## config.mk

```make
export PLATFORM = sky130hd
export DESIGN_NAME = iter_mul
export DESIGN_NICKNAME = d
export VERILOG_FILES = /design/src/rtl/iter_mul_pkg.sv /design/src/rtl/iter_mul_rst_sync.sv /design/src/rtl/iter_mul_ctrl.sv /design/src/rtl/iter_mul_step.sv /design/src/rtl/iter_mul.sv
export SDC_FILE = /design/constraint.sdc
export NUM_CORES = 1
export LEC_CHECK = 0
export ABC_AREA = 1
export BUFFER_PORTS_ARGS = -buffer_cell sky130_fd_sc_hd__buf_4
export CORE_MARGIN = 3
export CORE_UTILIZATION = 42
export DETAILED_ROUTE_END_ITERATION = 10
export PLACE_DENSITY = 0.69
export SLEW_MARGIN = 20
export SYNTH_ARGS = -nofsm -noshare
export SYNTH_HDL_FRONTEND = slang
export SYNTH_SLANG_ARGS = --single-unit
```

## constraint.sdc

```tcl
create_clock -name clk -period 4.6 [get_ports clk]
set_clock_uncertainty 0.2 [all_clocks]
set_input_delay 0.92 -clock clk [delete_from_list [all_inputs] [get_ports clk]]
set_output_delay 0.92 -clock clk [all_outputs]
set_load 0.01 [all_outputs]
```

## src/rtl/iter_mul_pkg.sv

```systemverilog
package iter_mul_pkg;

  typedef enum logic {
    MODE_UNSIGNED = 1'b0,
    MODE_SIGNED   = 1'b1
  } mul_mode_e;

  typedef enum logic [1:0] {
    ST_IDLE = 2'd0,
    ST_RUN  = 2'd1,
    ST_DONE = 2'd2
  } mul_state_e;

endpackage

```

## src/rtl/iter_mul_rst_sync.sv

```systemverilog
module iter_mul_rst_sync (
  input  logic clk,
  input  logic rst_n,
  output logic rst_sync_n
);

  logic stage1_q;
  logic stage2_q;

  always_ff @(posedge clk or negedge rst_n) begin
    if (!rst_n) begin
      stage1_q <= 1'b0;
      stage2_q <= 1'b0;
    end else begin
      stage1_q <= 1'b1;
      stage2_q <= stage1_q;
    end
  end

  assign rst_sync_n = stage2_q;

endmodule

```

## src/rtl/iter_mul_ctrl.sv

```systemverilog
module iter_mul_ctrl #(
  parameter int WIDTH = 32
) (
  input  logic clk,
  input  logic rst_n,
  input  logic start_i,
  output logic load_o,
  output logic step_o,
  output logic last_o,
  output logic busy_o,
  output logic done_o
);
  import iter_mul_pkg::*;

  localparam int CW = (WIDTH > 1) ? $clog2(WIDTH) : 1;
  localparam logic [CW-1:0] LAST_IDX = CW'(WIDTH - 1);

  mul_state_e state_q, state_d;
  logic [CW-1:0] cnt_q, cnt_d;
  logic cnt_en;

  assign busy_o = (state_q == ST_RUN);
  assign done_o = (state_q == ST_DONE);
  assign load_o = start_i && !busy_o;
  assign step_o = busy_o;
  assign last_o = busy_o && (cnt_q == LAST_IDX);

  always_comb begin
    state_d = state_q;
    cnt_d   = cnt_q;
    cnt_en  = 1'b0;
    unique case (state_q)
      ST_IDLE, ST_DONE: begin
        state_d = ST_IDLE;
        if (start_i) begin
          state_d = ST_RUN;
          cnt_d   = '0;
          cnt_en  = 1'b1;
        end
      end
      ST_RUN: begin
        cnt_en = 1'b1;
        cnt_d  = cnt_q + 1'b1;
        if (cnt_q == LAST_IDX) state_d = ST_DONE;
      end
      default: state_d = ST_IDLE;
    endcase
  end

  always_ff @(posedge clk or negedge rst_n) begin
    if (!rst_n) begin
      state_q <= ST_IDLE;
      cnt_q   <= '0;
    end else begin
      state_q <= state_d;
      if (cnt_en) cnt_q <= cnt_d;
    end
  end

endmodule

```

## src/rtl/iter_mul_step.sv

```systemverilog
module iter_mul_step #(
  parameter int WIDTH = 32
) (
  input  logic [WIDTH-1:0] hi_i,
  input  logic [WIDTH-1:0] mcand_i,
  input  logic             bit_i,
  input  logic             sgn_i,
  input  logic             last_i,
  output logic [WIDTH-1:0] hi_o,
  output logic             out_bit_o
);

  logic [WIDTH:0] acc_ext;
  logic [WIDTH:0] mc_ext;
  logic [WIDTH:0] addend;
  logic [WIDTH:0] sum;
  logic           negate;
  logic           carry_in;

  always_comb begin
    acc_ext  = {sgn_i & hi_i[WIDTH-1], hi_i};
    mc_ext   = {sgn_i & mcand_i[WIDTH-1], mcand_i};
    negate   = sgn_i && last_i;
    addend   = '0;
    carry_in = 1'b0;
    if (bit_i) begin
      addend   = negate ? ~mc_ext : mc_ext;
      carry_in = negate;
    end
    sum       = acc_ext + addend + {{WIDTH{1'b0}}, carry_in};
    hi_o      = sum[WIDTH:1];
    out_bit_o = sum[0];
  end

endmodule

```

## src/rtl/iter_mul.sv

```systemverilog
module iter_mul #(
  parameter int WIDTH = 32
) (
  input  logic               clk,
  input  logic               rst_n,
  input  logic               start_i,
  input  logic               signed_i,
  input  logic [WIDTH-1:0]   mcand_i,
  input  logic [WIDTH-1:0]   mplier_i,
  output logic               busy_o,
  output logic               done_o,
  output logic [2*WIDTH-1:0] product_o
);
  import iter_mul_pkg::*;

  logic rst_sync_n;
  logic load, step, last;

  mul_mode_e        mode_q, mode_d;
  logic [WIDTH-1:0] mcand_q, mcand_d;
  logic [WIDTH-1:0] hi_q, hi_d;
  logic [WIDTH-1:0] lo_q, lo_d;
  logic             regs_en;

  logic [WIDTH-1:0] step_hi;
  logic             step_bit;

  iter_mul_rst_sync u_rst (
    .clk        (clk),
    .rst_n      (rst_n),
    .rst_sync_n (rst_sync_n)
  );

  iter_mul_ctrl #(.WIDTH(WIDTH)) u_ctrl (
    .clk     (clk),
    .rst_n   (rst_sync_n),
    .start_i (start_i),
    .load_o  (load),
    .step_o  (step),
    .last_o  (last),
    .busy_o  (busy_o),
    .done_o  (done_o)
  );

  iter_mul_step #(.WIDTH(WIDTH)) u_step (
    .hi_i      (hi_q),
    .mcand_i   (mcand_q),
    .bit_i     (lo_q[0]),
    .sgn_i     (mode_q == MODE_SIGNED),
    .last_i    (last),
    .hi_o      (step_hi),
    .out_bit_o (step_bit)
  );

  always_comb begin
    mode_d  = mode_q;
    mcand_d = mcand_q;
    hi_d    = hi_q;
    lo_d    = lo_q;
    regs_en = load || step;
    if (load) begin
      mode_d  = mul_mode_e'(signed_i);
      mcand_d = mcand_i;
      hi_d    = '0;
      lo_d    = mplier_i;
    end else if (step) begin
      hi_d = step_hi;
      if (WIDTH > 1) lo_d = {step_bit, lo_q[WIDTH-1:1]};
      else           lo_d = step_bit;
    end
  end

  always_ff @(posedge clk or negedge rst_sync_n) begin
    if (!rst_sync_n) begin
      mode_q  <= MODE_UNSIGNED;
      mcand_q <= '0;
      hi_q    <= '0;
      lo_q    <= '0;
    end else if (regs_en) begin
      mode_q  <= mode_d;
      mcand_q <= mcand_d;
      hi_q    <= hi_d;
      lo_q    <= lo_d;
    end
  end

  assign product_o = {hi_q, lo_q};

endmodule

```

; ---- Yosys cells after proc, flatten, opt, wreduce, memory -nomap -nowiden
; Cells that the tools add are included.
[op_classes]
bitwise_logic = 3
n_eq_ne = 5
mux = 14
n_reduce_logical = 12
addsub = 3
[op_table]
columns = op, n
row1 = $mux W32, 4
row2 = $mux W33, 2
row3 = $add A33 B1 Y33, 1
row4 = $add A33 B33 Y33, 1
row5 = $not A33 Y33, 1
row6 = $pmux W5 S2, 1
row7 = $add A5 B1 Y5 const B, 1
row8 = $eq A5 B5 Y1 const B, 1
row9 = $mux W5, 1
row10 = $pmux W2 S2, 1
row11 = $reduce_and A2 Y1, 2
row12 = $reduce_bool A2 Y1, 2
row13 = $logic_and A1 B1 Y1, 3
row14 = $mux W1, 3
row15 = $reduce_and A3 Y1, 1
row16 = $and A1 B1 Y1, 2
row17 = $eq A2 B1 Y1 const B, 1
row18 = $eq A2 B2 Y1 const B, 1
row19 = $logic_not A2 Y1, 1
row20 = $mux W2, 1
row21 = $ne A2 B1 Y1 const B, 1
row22 = $ne A2 B2 Y1 const B, 1
row23 = $pmux W1 S2, 1
row24 = $reduce_or A2 Y1, 1
row25 = other kinds (2), 2
[word_totals]
in_bits = 68
word_cells = 45
output_inout_bits = 66
ff_bits = 106

; ---- Longest topological paths before layout
[depth]
ltp_word = 9
ltp_mapped = 23
ltp_nobuf = 23

; ---- Cells and area by module
; A second synthesis with hierarchy kept.
[hier_totals]
hier_cells = 1108
area_unflattened_um2 = 7206.9
[modules_own_cells]
columns = module, cells_per_inst, area_each_um2, seq_area_each_um2, n_inst
row1 = iter_mul, 452, 3931.3, 2427.3, 1
row2 = iter_mul_step, 610, 2854.0, 0.0, 1
row3 = iter_mul_ctrl, 43, 367.9, 175.2, 1
row4 = iter_mul_rst_sync, 3, 53.8, 50.0, 1

; ---- Worst setup path after synthesis
; OpenSTA, ideal clock, no wires.
[synth_timing]
path_kind = flip-flop to flip-flop
startpoint = register u_ctrl.cnt_q[0]
endpoint = register hi_q[23]
t_arrival_ns = 2.943
path_buffers = 0
period_less_slack_ns = 3.261
path_stages_with_launch = 23
t_required_ns = 4.283
setup_ns = 0.117
setup_slack_ns = 1.339
path_cell_list = dfrtp_1 -> ha_1 -> nand2_1 -> nor2_1 -> ha_1 -> nand4_2 -> inv_1 -> a21oi_1 -> o21ai_0 -> fa_1 -> fa_1 -> inv_1 -> nand2_1 -> nand2_1 -> nand3_1 -> nand2_2 -> nand2_1 -> nand2_2 -> nand2_1 -> nand2_1 -> nand2_1 -> nand3_1 -> nand2_1
[synth_via]
elab_chain_cells = 9
word_cells_on_any_way = 10
cone_classes = 2 x add/sub / 1 x eq/ne / 5 x mux / 2 x reduce/logical
[synth_rtl]
columns = item, line
row1 = start: declaration, iter_mul_ctrl.sv:19  ; logic [CW-1:0] cnt_q, cnt_d;
row2 = start signal: assignment, iter_mul_ctrl.sv:56  ; if (cnt_en) cnt_q <= cnt_d;
row3 = $eq A5 B5 Y1 *, iter_mul_ctrl.sv:26  ; assign last_o = busy_o && (cnt_q == LAST_IDX);
row4 = $logic_and A1 B1 Y1 *, iter_mul_ctrl.sv:26
row5 = $logic_and A1 B1 Y1 *, iter_mul_step.sv:23  ; negate = sgn_i && last_i;
row6 = $mux W33, iter_mul_step.sv:27  ; addend = negate ? ~mc_ext : mc_ext;
row7 = $mux W33, iter_mul_step.sv:26  ; if (bit_i) begin
row8 = $add A33 B33 Y33, iter_mul_step.sv:30  ; sum = acc_ext + addend + {{WIDTH{1'b0}}, carry_in};
row9 = $add A33 B1 Y33 *, iter_mul_step.sv:30
row10 = $mux W32 *, iter_mul.sv:66  ; end else if (step) begin
row11 = $mux W32 *, iter_mul.sv:61  ; if (load) begin
row12 = end signal: assignment, iter_mul.sv:82  ; hi_q <= hi_d;
row13 = end: declaration, iter_mul.sv:21  ; logic [WIDTH-1:0] hi_q, hi_d;
; Every way passes the cells marked *; elsewhere a longest branch is shown, timed or not. The select of a mux whose other input is x is not followed.
; A chain may end at the register's enable or synchronous reset.

; ---- Final worst setup path
; Same ends and word-level chain as after synthesis.

==> impl_summary.md <==
Outcome
The run finished with clean final reports.

Setup path
Across all register-to-register paths, the minimum setup slack is approximately 0.69 ns. Data on the critical path arrives at its endpoint at between 3 and 4 ns. The critical path startpoint category is a register. The endpoint of the most critical register-to-register path is hi_q[23].

Measured in cells, the most critical reg-to-reg path has a length of 21. The cell with the most instances on the worst path is sky130_fd_sc_hd__nand2_1. The gate family responsible for the most delay along the worst path is simple AND/OR/NAND/NOR gates. STA classifies the critical path endpoint as a register. The required time of the critical path is about 4.6 ns.

The critical path contains buffers and inverters numbering 2 combined. The critical path runs through a total of 21 cells. The slowest stage cell on the critical path is sky130_fd_sc_hd__nand4_2. The maximum fanout along the worst path is 24. The worst register-to-register path begins at u_ctrl.cnt_q[0]. The critical path goes through ha_1 > nand2_1 > nor2_1 > ha_1 > nand4_2 > inv_1 > o21ai_0 > fa_1 > fa_1 > inv_1 > nand2_1 > nand2_1 > nand3_1 > nand2_2 > nand2_1 > nand2_2 > nand2_1 > nand2_1 > nand2_1 > nand3_1 > nand2_1.

The largest single stage delay on the critical path is 0.46 ns. The startpoint-to-endpoint class of the critical path is register to register.

Floorplan
From left edge to right edge, the die measures around 140 µm. The total area inside the core boundary comes to between 15,000 and 20,000 µm². The initial core utilization is 0.437. The area of the die is roughly 18,000 µm². The die is 136 µm tall. The cell row count is 46.

The number of placed I/O pins is between 100 and 150.

Global route
The via count of the first global-routing pass is between 6,000 and 7,000. The largest net degree at the start of global routing is 69. The layer with the highest usage after global routing is met2. The met1 global-route usage is 0.277. The met3 track demand over resource in global routing is 0.0518.

For this run, global-route usage on met2 was measured as 0.355. Across every metal layer, demand over resource in global routing totals 0.212. The global-route wire length before repair is between 30,000 and 40,000 µm. The global route total overflow is 0. The initial antenna violation count came to 0.

Synth
The cell area after synthesis is roughly 7100 µm². The number of synthesized register bits is approximately 110. Of the post-synthesis cell area, the dominant cell type holds 0.374. The cell count after synthesis came out at 1,076. The most frequently used flop master after synthesis is sky130_fd_sc_hd__dfrtp_1. The number of nets in the synthesized netlist is around 1,200. The average instance area after synthesis is approximately 6.6 µm². The most common cell in the synthesized netlist is sky130_fd_sc_hd__nand2_1. Yosys printed 0 warnings.

By area the synthesized netlist is led by sky130_fd_sc_hd__dfrtp_1 (37%), sky130_fd_sc_hd__nand2_1 (23%), sky130_fd_sc_hd__inv_1 (8.6%). In this run, distinct cell masters in the synthesized netlist total 33. By count the netlist is led by sky130_fd_sc_hd__nand2_1 (434), sky130_fd_sc_hd__inv_1 (162), sky130_fd_sc_hd__dfrtp_1 (106). The share of the Yosys chip area taken by registers is 0.374.

The library cell with the largest summed area after synthesis is sky130_fd_sc_hd__dfrtp_1. The synthesized design contains 0 enable-type register cells. The share of flip-flops with an asynchronous set or reset after synthesis is 1.00.

Clocking
TritonCTS built the clock tree. The buffer cell driving the clock tree root is sky130_fd_sc_hd__clkbuf_16. The count of hold-fix buffers inserted at cts is 0. Once the clock tree was built, the setup fixing pass inserted 0 buffers.

The latest clock arrival within the worst-skew pair is about 0.36 ns. Clock-pin slew was measured on the worst setup and hold paths at approximately 0.070 ns. The number of CTS-inserted buffers is 9. The number of gates resized after CTS is 0. The number of clock sinks is around 110. The H-tree level count is 3. The number of buffers between clock root and the deepest sink is 2.

STA
The worst hold margin is between 0.1 and 0.15 ns. Setup repair after global routing left no endpoint under its margin. For the pin with the worst max-slew slack, the measured transition is around 0.92 ns. For the finished layout, the period the worst path requires is around 3.9 ns.

The ratio of final minimum period to clock period is 0.851. For this run, the top clock speed supported by timing is 256 MHz. Setup violations remaining at the end of the flow were counted as 0. Summed over all failing endpoints, the final setup total negative slack is 0 ns. The total count of max-transition violations in the final report is 0. The worst setup margin is between 0.6 and 0.7 ns. The number of endpoints with negative hold slack in the final report came to 0. The worst max-slew margin expressed relative to the limit is 0.388.

Power
The leakage power is 0.00479 µW. The fraction of power spent switching nets is 0.463. The power consumption is between 5000 and 6000 µW. The share of total power dissipated in sequential elements is 0.300. The net switching component of the power is 2680 µW. The power density of the placed cells is ~680 nW/µm².

The clock share of power is 0.145. The maximum vdd ir drop is 0.000289 V. Cell internal power was estimated by the tool at between 3000 and 4000 µW.

The power share of the combinational group is 0.555.

Routing
The number of design rule violations left after detail routing is 0. The number of violations reported at the end of detailed-routing iteration 0 is ~430. The first detailed-routing pass ran for 5 iterations. The wire length reported by the detailed router is between 15,000 and 20,000 µm. The per-cell via count in the routed design is about 5. After detailed routing, the average wire length per cell comes to about 13 µm. For this block, the via count after detailed routing is roughly 6,900. The number of nets with antenna violations after routing is 0.

Layout
At the end of the flow, the number of nets in the layout was roughly 1,300. The fill cell instance count of the final layout is between 1,500 and 2,000. The final non-filler cell total is 1,414.

The growth of design area from synthesis to finish is 20.4%. Of the cells placed in the final design, the portion with a size suffix greater than 1 is 0.150. The repair_antennas step left the layout with diodes totalling 0.

Place
The post-DP HPWL is approximately 15,000 µm. Routability-driven placement finished with a final weighted congestion of 0.914. During placement, the flow inserted port buffers numbering around 130. Counting tap cells, the placed design contains a total of roughly 1,400 instances. Timing analysis after detailed placement gives a worst setup slack of ~0.69 ns.

Flow run
Max-cap violations in this run came to 0.

Min path
The path class of the tightest hold or removal check is primary input to async pin.
power groups by stage:
stage / clock network (µW) / logic [µW] / registers [µW]
floorplan: 0 / 2100 / 1780
global placement: 0 / 3170 / 1750
detailed placement: 0 / 3220 / 1750
CTS: 857 / 3230 / 1740
global route: 892 / 3670 / 1800
finish: 841 / 3210 / 1740
registers in the layout (all words and copies together) (netlist names):
register	count
hi_q	32
lo_q	32
mcand_q	32
u_ctrl.cnt_q	5
u_ctrl.state_q	2
mode_q	1
u_rst.rst_sync_n	1
u_rst.stage1_q	1
worst max path at each step:
stage               slack (ns)        startpoint       end
floorplan                 1.23  u_rst.rst_sync_n   hi_q[0]
global placement          0.82   u_ctrl.cnt_q[0]  hi_q[23]
detailed placement        0.69   u_ctrl.cnt_q[0]  hi_q[23]
CTS                       0.67   u_ctrl.cnt_q[0]  hi_q[23]
global route              0.24   u_ctrl.cnt_q[0]  hi_q[31]
finish                    0.69   u_ctrl.cnt_q[0]  hi_q[23]
layout make-up:
class | count | area, µm² | area share
multi-input combinational | 770 | 3620 | 0.423
inverter | 166 | 623 | 0.0730
sequential | 106 | 2660 | 0.311
tap | 216 | 270 | 0.0316
timing repair buffer | 140 | 1050 | 0.123
clock buffer | 12 | 267 | 0.0312
clock inverter | 4 | 57.6 | 0.00674
cells in the final DEF (no fill, tap or decap), types with 2 or more instances in the layout:
cell type / netlist / final
sky130_fd_sc_hd__nand2_1: 434 / 434
sky130_fd_sc_hd__inv_1: 162 / 162
sky130_fd_sc_hd__buf_4: 4 / 140
sky130_fd_sc_hd__dfrtp_1: 106 / 105
sky130_fd_sc_hd__o21ai_0: 71 / 71
sky130_fd_sc_hd__a21oi_1: 68 / 68
sky130_fd_sc_hd__nand3_1: 65 / 65
sky130_fd_sc_hd__nor2_1: 49 / 49
sky130_fd_sc_hd__ha_1: 33 / 33
sky130_fd_sc_hd__nand2_2: 13 / 13
sky130_fd_sc_hd__clkbuf_16: 0 / 9
sky130_fd_sc_hd__o21ai_1: 6 / 6
sky130_fd_sc_hd__inv_2: 4 / 4
sky130_fd_sc_hd__nand4_1: 4 / 4
sky130_fd_sc_hd__nand3b_1: 4 / 4
sky130_fd_sc_hd__clkbuf_8: 0 / 3
sky130_fd_sc_hd__nor2_4: 2 / 2
sky130_fd_sc_hd__nor3_1: 2 / 2
sky130_fd_sc_hd__and3_1: 2 / 2
sky130_fd_sc_hd__o22ai_1: 2 / 2
sky130_fd_sc_hd__o211ai_1: 2 / 2
sky130_fd_sc_hd__a22o_1: 2 / 2
sky130_fd_sc_hd__fa_1: 2 / 2
per-stage QoR:
stage | area (µm²) | util
floorplan | 7100 | -
global placement | 8220 | 0.506
detailed placement | 8220 | 0.506
CTS | 8540 | 0.526
global route | 8540 | 0.526
finish | 8540 | 0.526
metal layers:
layer | vias to the layer above | share of wire | wire, µm
met5 | - | 0 | 0
met1 | 3122 | 0.46 | 8700
li1 | 3573 | - | -
met3 | 19 | 0.076 | 1450
met4 | 0 | 0.014 | 264
met2 | 174 | 0.45 | 8580
kinds of logic after synthesis:
logic type / share of synthesized area
AOI/OAI and AO/OA: 0.113
adders and majority gates: 0.0638
buffers and inverters: 0.117
DFF: 0.374
other: 0.000528
and+or+nand+nor: 0.332
Note: power is estimated with default switching activity, not from simulation.
